### src/rtl/dmareg_pkg.sv
package dmareg_pkg;

    localparam int BYTE_W = 8;
    localparam int REG_W  = 2 * BYTE_W;   // two host bytes per register
    localparam int IDX_W  = 4;

    typedef enum logic [1:0] {
        OP_IDLE  = 2'd0,
        OP_WRITE = 2'd1,
        OP_READ  = 2'd2
    } host_op_e;

    typedef struct packed {
        host_op_e   op;
        logic       wide;
        logic       hit;     // index belongs to an existing channel
        logic [2:0] chan;
        logic       is_cnt;
    } host_acc_t;

    typedef struct packed {
        logic [REG_W-1:0] base_addr;
        logic [REG_W-1:0] base_cnt;
        logic [REG_W-1:0] cur_addr;
        logic [REG_W-1:0] cur_cnt;
    } chan_regs_t;

    function automatic logic [IDX_W-1:0] port_index(input logic [4:0] port, input int shift);
        logic [4:0] s;
        s = port >> shift;
        return s[IDX_W-1:0];
    endfunction

    function automatic logic [REG_W-1:0] live_value(input chan_regs_t r,
                                                    input logic is_cnt,
                                                    input logic dec);
        if (is_cnt)
            return r.base_cnt - r.cur_cnt;
        return dec ? (r.cur_addr - r.cur_cnt) : (r.cur_addr + r.cur_cnt);
    endfunction

    function automatic logic [BYTE_W-1:0] pick_byte(input logic [REG_W-1:0] v, input logic hi);
        return hi ? v[REG_W-1:BYTE_W] : v[BYTE_W-1:0];
    endfunction

endpackage

### src/rtl/dmareg_decode.sv
module dmareg_decode
    import dmareg_pkg::*;
#(
    parameter int NUM_CH    = 4,
    parameter int WORD_MODE = 0,
    localparam int PORT_W   = 4 + WORD_MODE
)(
    input  logic [PORT_W-1:0] port,
    input  logic              wr,
    input  logic              rd,
    input  logic              wide,
    output host_acc_t         acc,
    output logic              byte_acc
);

    logic [IDX_W-1:0] idx;

    always_comb begin
        idx        = port_index(5'(port), WORD_MODE);
        acc.op     = wr ? OP_WRITE : (rd ? OP_READ : OP_IDLE);
        acc.wide   = wide;
        acc.chan   = idx[3:1];
        acc.is_cnt = idx[0];
        acc.hit    = (int'(idx[3:1]) < NUM_CH);
        byte_acc   = (acc.op != OP_IDLE) && !wide && acc.hit;
    end

endmodule

### src/rtl/dmareg_byteptr.sv
module dmareg_byteptr (
    input  logic clk,
    input  logic rst,
    input  logic force_lo,
    input  logic force_hi,
    input  logic toggle,
    output logic hi
);

    always_ff @(posedge clk) begin
        if (rst)
            hi <= 1'b0;
        else if (force_lo)
            hi <= 1'b0;
        else if (force_hi)
            hi <= 1'b1;
        else if (toggle)
            hi <= ~hi;
    end

    AST_PTR_CLR_WINS: assert property (@(posedge clk) disable iff (rst)
        force_lo |=> !hi);
    AST_PTR_SET: assert property (@(posedge clk) disable iff (rst)
        (!force_lo && force_hi) |=> hi);
    AST_PTR_TOGGLE: assert property (@(posedge clk) disable iff (rst)
        (!force_lo && !force_hi && toggle) |=> (hi != $past(hi)));
    AST_PTR_HOLD: assert property (@(posedge clk) disable iff (rst)
        (!force_lo && !force_hi && !toggle) |=> $stable(hi));

endmodule

### src/rtl/dmareg_chan.sv
module dmareg_chan
    import dmareg_pkg::*;
(
    input  logic              clk,
    input  logic              rst,
    input  logic              host_we,
    input  logic              is_cnt,
    input  logic              hi,
    input  logic [BYTE_W-1:0] wdata,
    input  logic              eng_we,
    input  logic [REG_W-1:0]  eng_cnt,
    output chan_regs_t        regs
);

    chan_regs_t nxt;

    always_comb begin
        nxt = regs;
        if (eng_we)
            nxt.cur_cnt = eng_cnt;
        if (host_we) begin
            if (!hi) begin
                if (is_cnt) nxt.base_cnt[BYTE_W-1:0]  = wdata;
                else        nxt.base_addr[BYTE_W-1:0] = wdata;
            end else begin
                if (is_cnt) nxt.base_cnt[REG_W-1:BYTE_W]  = wdata;
                else        nxt.base_addr[REG_W-1:BYTE_W] = wdata;
                nxt.cur_cnt  = '0;
                nxt.cur_addr = nxt.base_addr;
            end
        end
    end

    // Register contents survive reset on purpose.
    always_ff @(posedge clk) begin
        regs <= nxt;
    end

    AST_HI_RESTART: assert property (@(posedge clk) disable iff (rst)
        (host_we && hi) |=> (regs.cur_cnt == '0 && regs.cur_addr == regs.base_addr));
    AST_LO_KEEPS_HIGH: assert property (@(posedge clk) disable iff (rst)
        (host_we && !hi && !eng_we) |=>
            (regs.base_cnt[REG_W-1:BYTE_W] == $past(regs.base_cnt[REG_W-1:BYTE_W]) &&
             regs.base_addr[REG_W-1:BYTE_W] == $past(regs.base_addr[REG_W-1:BYTE_W]) &&
             $stable(regs.cur_cnt) && $stable(regs.cur_addr)));
    AST_ENG_ONLY_CUR: assert property (@(posedge clk) disable iff (rst)
        (eng_we && !host_we) |=>
            (regs.cur_cnt == $past(eng_cnt) && $stable(regs.base_cnt) &&
             $stable(regs.base_addr) && $stable(regs.cur_addr)));

endmodule

### src/rtl/dmareg_readmux.sv
module dmareg_readmux
    import dmareg_pkg::*;
#(
    parameter int NUM_CH  = 4,
    localparam int CH_W   = (NUM_CH > 1) ? $clog2(NUM_CH) : 1
)(
    input  chan_regs_t [NUM_CH-1:0] all_regs,
    input  logic [NUM_CH-1:0]       dec,
    input  host_acc_t               acc,
    input  logic                    hi,
    output logic [BYTE_W-1:0]       rdata
);

    logic [CH_W-1:0] sel;
    logic [REG_W-1:0] value;

    always_comb begin
        sel   = acc.chan[CH_W-1:0];
        value = live_value(all_regs[sel], acc.is_cnt, dec[sel]);
        rdata = '0;
        if (acc.op == OP_READ) begin
            if (acc.wide)
                rdata = '1;
            else if (acc.hit)
                rdata = pick_byte(value, hi);
        end
    end

endmodule

### src/rtl/dmareg_bank.sv
module dmareg_bank
    import dmareg_pkg::*;
#(
    parameter int NUM_CH    = 4,
    parameter int WORD_MODE = 0,
    localparam int PORT_W   = 4 + WORD_MODE,
    localparam int CH_W     = (NUM_CH > 1) ? $clog2(NUM_CH) : 1,
    localparam int FLAT_W   = NUM_CH * REG_W
)(
    input  logic              clk,
    input  logic              rst,
    input  logic [PORT_W-1:0] host_addr,
    input  logic              host_wr,
    input  logic              host_rd,
    input  logic              host_wide,
    input  logic [BYTE_W-1:0] host_wdata,
    output logic [BYTE_W-1:0] host_rdata,
    input  logic              ptr_clr,
    input  logic              ptr_set,
    input  logic [NUM_CH-1:0] chan_dec,
    input  logic              eng_upd,
    input  logic [CH_W-1:0]   eng_chan,
    input  logic [REG_W-1:0]  eng_count,
    output logic [FLAT_W-1:0] eng_cur_addr,
    output logic [FLAT_W-1:0] eng_cur_count,
    output logic [FLAT_W-1:0] eng_base_count
);

    host_acc_t acc;
    logic      byte_acc;
    logic      ptr_hi;
    chan_regs_t [NUM_CH-1:0] regs;

    dmareg_decode #(.NUM_CH(NUM_CH), .WORD_MODE(WORD_MODE)) u_decode (
        .port     (host_addr),
        .wr       (host_wr),
        .rd       (host_rd),
        .wide     (host_wide),
        .acc      (acc),
        .byte_acc (byte_acc)
    );

    dmareg_byteptr u_ptr (
        .clk      (clk),
        .rst      (rst),
        .force_lo (ptr_clr),
        .force_hi (ptr_set),
        .toggle   (byte_acc),
        .hi       (ptr_hi)
    );

    for (genvar i = 0; i < NUM_CH; i++) begin : g_chan
        logic host_we_i;
        logic eng_we_i;

        assign host_we_i = byte_acc && (acc.op == OP_WRITE) && (int'(acc.chan) == i);
        assign eng_we_i  = eng_upd && (int'(eng_chan) == i);

        dmareg_chan u_chan (
            .clk     (clk),
            .rst     (rst),
            .host_we (host_we_i),
            .is_cnt  (acc.is_cnt),
            .hi      (ptr_hi),
            .wdata   (host_wdata),
            .eng_we  (eng_we_i),
            .eng_cnt (eng_count),
            .regs    (regs[i])
        );

        assign eng_cur_addr[i*REG_W +: REG_W]   = regs[i].cur_addr;
        assign eng_cur_count[i*REG_W +: REG_W]  = regs[i].cur_cnt;
        assign eng_base_count[i*REG_W +: REG_W] = regs[i].base_cnt;
    end

    dmareg_readmux #(.NUM_CH(NUM_CH)) u_rmux (
        .all_regs (regs),
        .dec      (chan_dec),
        .acc      (acc),
        .hi       (ptr_hi),
        .rdata    (host_rdata)
    );

    AST_WIDE_WRITE_NOCHANGE: assert property (@(posedge clk) disable iff (rst)
        (host_wr && host_wide && !eng_upd) |=>
            ($stable(eng_base_count) && $stable(eng_cur_addr) && $stable(eng_cur_count)));
    AST_MISS_NO_TOGGLE: assert property (@(posedge clk) disable iff (rst)
        ((host_wr || host_rd) && !acc.hit && !ptr_clr && !ptr_set) |=> $stable(ptr_hi));

endmodule

### config.mk
export PLATFORM = sky130hd
export DESIGN_NAME = dmareg_bank
export DESIGN_NICKNAME = d
export VERILOG_FILES = /design/src/rtl/dmareg_pkg.sv /design/src/rtl/dmareg_decode.sv /design/src/rtl/dmareg_byteptr.sv /design/src/rtl/dmareg_chan.sv /design/src/rtl/dmareg_readmux.sv /design/src/rtl/dmareg_bank.sv
export SDC_FILE = /design/constraint.sdc
export NUM_CORES = 1
export LEC_CHECK = 0
export BUFFER_PORTS_ARGS = -buffer_cell sky130_fd_sc_hd__buf_2
export CORE_MARGIN = 2
export CORE_UTILIZATION = 54
export DETAILED_ROUTE_END_ITERATION = 6
export GPL_TIMING_DRIVEN = 1
export PLACE_DENSITY = 0.79
export SLEW_MARGIN = 30
export SYNTH_ARGS = -nofsm -noshare
export SYNTH_HDL_FRONTEND = slang
export SYNTH_SLANG_ARGS = --single-unit
### constraint.sdc
create_clock -name clk -period 8.55 [get_ports clk]
set_clock_uncertainty 0.1 [all_clocks]
set_input_delay 1.71 -clock clk [delete_from_list [all_inputs] [get_ports clk]]
set_output_delay 1.71 -clock clk [all_outputs]
set_load 0.05 [all_outputs]
==> Yosys cells after proc, flatten, opt, wreduce, memory -nomap -nowiden <==
Index checks and enable logic that the tools add are counted.
{ "totals": {"input_bits": 42, "wordCells": 105, "register_bits": 257} }
{ "op_classes": {"n_eq_ne": 8, "n_lt_le_gt_ge": 2, "n_mux": 32, "addsub": 3, "reduce_logical": 33, "bitwise_logic": 2} }
{ "op_table": {"columns": ["cell", "count"], "rows": [
  ["two-way mux 16 bit", 15],
  ["binary-select mux 64 bit (select 2 bit)", 1],
  ["two-way mux 8 bit", 8],
  ["two-way mux 48 bit", 1],
  ["AND reduction 3 bit", 12],
  ["subtractor 16 bit", 2],
  ["adder 16 bit", 1],
  ["logical AND 1 bit", 11],
  ["AND reduction 2 bit", 4],
  ["equality test 2 bit (second input constant)", 3],
  ["equality test 3 bit (second input constant)", 2],
  ["equality test 2 x 1 -> 1 bit (second input constant)", 2],
  ["two-way mux 1 bit", 4],
  ["two-way mux 2 bit", 2],
  ["nonzero test 2 bit", 2],
  ["equality test 3 x 2 -> 1 bit (second input constant)", 1],
  ["logical NOT 3 bit", 1],
  ["< comparator 2 x 3 -> 1 bit (second input constant)", 1],
  ["< comparator 3 bit (second input constant)", 1],
  ["binary-select mux 1 bit (select 2 bit)", 1],
  ["logical NOT 2 bit", 1],
  ["NOT 1 bit", 2],
  ["OR reduction 2 bit", 1],
  ["logical NOT 1 bit", 1]
]} }

==> Logic depth before layout (Yosys ltp) <==
{ "depth": {"ltp_word": 9, "ltp_mapped": 17, "depth_no_buf": 15} }

==> By module <==
From an unflattened synthesis, not the netlist that was laid out.
{ "hier_totals": {"cells_unflattened": 807, "hier_area_um2": 11199.5} }
{ "by_module_without_submodules": {"columns": ["mod", "n_inst", "cells_per_inst", "seq_area_each_um2", "area_each_um2"], "rows": [
  ["dmareg_chan", 4, 105, 1521.5, 1899.3],
  ["dmareg_readmux", 1, 362, 0.0, 3398.3],
  ["dmareg_bank", 1, 11, 0.0, 95.1],
  ["dmareg_decode", 1, 10, 0.0, 68.8],
  ["dmareg_byteptr", 1, 4, 20.0, 40.0]
]} }

==> Least setup slack after synthesis <==
No wires, ideal clock.
{ "synth_timing": {"path_type": "in2out", "from": "in host_addr[1]", "to": "out host_rdata[7]", "path_buffers": 4, "slack_ps": 208, "arrival_ps": 6532, "required_time_ps": 6740, "cell_stages": 14, "cell_sequence": "buf_6 buf_8 buf_4 buf_1 mux4_2 ha_1 nor2b_1 o31a_1 o211ai_1 a21oi_1 nor3_1 o31ai_1 mux2i_1 o41ai_1"} }
{ "synth_via": {"elab_chain_len": 9, "elab_cells_between_ends": 15, "cone_classes": "3 x add/sub; 1 x order compare; 11 x mux"} }
{ "synth_rtl": {"columns": ["element", "line_no", "rtl"], "rows": [
  ["start, declared", "dmareg_bank.sv:12", "input logic [PORT_W-1:0] host_addr,"],
  ["binary-select mux 64 bit (select 2 bit)", "dmareg_readmux.sv:19", "value = live_value(all_regs[sel], acc.is_cnt, dec[sel]);"],
  ["two-way mux 48 bit (not written as such)", "dmareg_readmux.sv:19", null],
  ["adder 16 bit, or another cell as far along", "dmareg_pkg.sv:39", "return dec ? (r.cur_addr - r.cur_cnt) : (r.cur_addr + r.cur_cnt);"],
  ["two-way mux 16 bit (on tied branches)", "dmareg_pkg.sv:39, dmareg_pkg.sv:37", null],
  ["two-way mux 16 bit", "dmareg_pkg.sv:39", null],
  ["two-way mux 8 bit", "dmareg_pkg.sv:43", "return hi ? v[REG_W-1:BYTE_W] : v[BYTE_W-1:0];"],
  ["two-way mux 8 bit *", "dmareg_readmux.sv:24", "else if (acc.hit)"],
  ["two-way mux 8 bit *", "dmareg_readmux.sv:22", "if (acc.wide)"],
  ["two-way mux 8 bit *", "dmareg_readmux.sv:21", "if (acc.op == OP_READ) begin"],
  ["end, declared", "dmareg_bank.sv:17", "output logic [BYTE_W-1:0] host_rdata,"]
]} }
Every way passes the cells marked *; elsewhere a longest branch is shown, timed or not. The select of a mux whose other input is x is not followed.

==> Worst setup path in the final report <==
{ "layout_timing": {"from": "in host_addr[1]", "to": "out host_rdata[5]"} }
The elaborated chain is that of the path after synthesis.

==> impl_metrics.yaml <==
cts:
  cts_tree: "built"
  clock_latency_ns: 0.53
  clkTransAtPathRegs_ns: 0.06
  cts_buffers: 24
  cts.sinks: 225
  ctsHtreeMaxLevel: 1
  post_cts_resized: 0
  post_cts_buffers: 0
  cts_root_buf: "clkbuf_16"
  hold_buffers: 0
  clock_path_buffers: 3
route:
  viasPerCell: 5.781
  drtPass1Iterations: 5
  first_iter_violations: 617
  drt-total-wl_mm: 30.73
  met1_length_mm: 11.99
  drc_errors: 0
  ant_nets: 0
  top_layer: "met4"
  wl_per_cell_microns: 22.06
  met2_length_mm: 15.05
  num_vias: 8053
  dr_wl_met3_mm: 2.775
pwr:
  clkPwrFrac: 0.320
  max-vdd-ir-drop_v: 0.0001532
  power_per_cell_area_nw_per_um2: 246.5
  total_leakage_power_nw: 5.095
  comb_power_share: 0.279
  switching_share: 0.3308
  pwr-share-seq: 0.402
  internal-power_w: 0.002109
  netSwitchingPower_w: 0.001043
die:
  row_count: 54
  die_w_microns: 152.4
  core_sq_um: 21760
  die_y_microns: 152.4
  die_area_sq_um: 23230
  initial_core_util: 0.5468
  io_pins: 242
grt:
  grt_max_degree: 35
  grt_pass1_vias: 7821
  globalRouteOverflowTotal: 0
  grt_pass1_wl_mm: 46.41
  grt_use_total: 0.2598
  antenna_found_initial: 0
setup_path:
  crit_chain: "buf_4 > mux4_2 > or3_4 > nor3b_1 > a31oi_1 > xnor2_1 > ha_1 > a21o_1 > a21o_1 > a22o_1 > nor3_1 > nor3b_1 > or3b_1 > o311a_1 > o31ai_1 > buf_2"
  critPathMaxStageDelay_ns: 0.61
  path_class: "input pin to output pin"
  critical_path_buf_inv_count: 2
  slowest_stage: "mux4_2"
  crit_required_ns: 6.74
  cp_max_fo: 18
  endpoint_kind: "output pin"
  cp.arrival_ns: 6.25
  path_delay_family: "simple AND/OR/NAND/NOR gates"
  crit_path_start_kind: "input pin"
finish:
  syn2layout_area_growth_pct: 7.489
  final_common_cell: "buf_2"
  multi_input_area_sq_um: 4066
  seq_area_sq_um: 6106
  layout.nets: 1170
  fin_cells: 1393
  nFillCells: 1770
  drive_gt1_frac: 0.3235
  n_antenna_cell: 0
  final_cell_mix: "240 x buf_2, 160 x edfxtp_1, 150 x nand2_1"
sta:
  relSlewSlack: 0.3612
  min_period_over_period: 0.9425
  maxSlewViolCount: 0
  finalCriticalPeriod_ns: 8.059
  rsz0062_at_grt: "false"
  fin_setup_tns_ns: 0
  hold_viol: 0
  tightest_slew_ns: 0.9547
  setup_ws_ns: 0.4913
  fin_hold_ws_ns: 0.3090
  setup_viol: 0
  max_freq_ghz: 0.1241
yosys:
  synth.yosys.seq_area_share: 0.5133
  synth_warnings: 0
  synth_fp_nets: 1111
  synth_flop_cell: "edfxtp_1"
  async_flop_share: 0
  syn-instance-count: 1036
  synth_seq_cells: 225
  netlist_area_sq_um: 11900
  avgSynthCellArea_sq_um: 11.48
  synth.distinct_cells: 57
  synth_edf_count: 160
placement:
  dp_hpwl_mm: 21.94
  gp_congestion: 0.9275
  dp_cells: 1349
  dpl_worst_slack_ns: 0.6207
  io_buffers: 241
run_status:
  status: "completed"
min_path:
  hp-class: "flip-flop to flip-flop"
job:
  maxCapViolCount: 0
## path summary, 6_finish.rpt
check / depth (start not counted) / startpoint / slack, ns / to
max: 16 / host_addr[1] / 0.49 / host_rdata[5]
min: 0 / g_chan[2].u_chan.regs[50] / 0.31 / g_chan[2].u_chan.regs[18]
max reg2reg: 3 / u_ptr.hi / 5.92 / g_chan[1].u_chan.regs[32]
min reg2reg: 0 / g_chan[2].u_chan.regs[50] / 0.31 / g_chan[2].u_chan.regs[18]
## cells by family after synthesis
group	after synthesis	share of synthesized area
xor+xnor	34	0.02503
fa+ha+maj	33	0.03597
flops	225	0.5133
mux	55	0.09939
buf+inv	260	0.1467
simple gates	272	0.1021
compound gates	157	0.07751
## per-stage QoR
stage	utilization	total power [W]	instance area, sq um
floorplan	-	0.002008	11900
global placement	0.5517	0.002134	12000
detailed placement	0.5520	0.002148	12010
CTS	0.5878	0.003156	12790
global route	0.5878	0.003276	12790
finish	0.5878	0.003152	12790
## cell usage after synthesis, types with 3 or more instances
cell      instances  area share
a211oi_1          5      0.0032
a21o_1            5      0.0032
a21oi_1          87       0.037
a31oi_1           7      0.0037
and3_1            5      0.0026
buf_2             3      0.0013
buf_4           193        0.12
buf_6             4      0.0038
clkbuf_1         27      0.0085
dfxtp_1          65        0.11
edfxtp_1        160        0.40
ha_1             31       0.033
inv_1            29      0.0091
mux2i_1           3      0.0025
mux4_2           49       0.093
nand2_1         150       0.047
nand3_1          10      0.0042
nor2_1           38       0.012
nor2b_1          13      0.0068
nor3_1           29       0.012
nor3b_1           3      0.0019
o21a_1           10      0.0063
o21ai_0          18      0.0076
o21bai_1          4      0.0025
o31ai_1           6      0.0038
o41ai_1           3      0.0022
or3_1            10      0.0053
xnor2_1          25       0.018
xor2_1            9      0.0066
## layer usage
layer,track usage,vias up
li1,-,3624
met1,0.3383,3952
met2,0.4436,423
met3,0.04977,54
met4,0.08245,0
met5,0,-
## area by class of cell
class | count | share of cell area
multi-input combinational | 551 | 0.3180
clock inverter | 8 | 0.007143
clock buffer | 36 | 0.05372
timing repair buffer | 263 | 0.1074
tap | 280 | 0.02740
sequential | 225 | 0.4775
inverter | 30 | 0.008806
## state kept, by name, summed over array words and instances, names as in the netlist
register / flops
g_chan.u_chan.regs: 224
u_ptr.hi: 1
## power groups by stage
stage / Sequential (W) / Combinational [W] / Clock [W]
finish: 0.00127 / 0.000878 / 0.00101
global route: 0.00127 / 0.000944 / 0.00106
CTS: 0.00126 / 0.000868 / 0.00102
detailed placement: 0.00129 / 0.000860 / 0
global placement: 0.00129 / 0.000847 / 0
floorplan: 0.00127 / 0.000739 / 0
No activity file was read; power rests on OpenSTA's default activity.
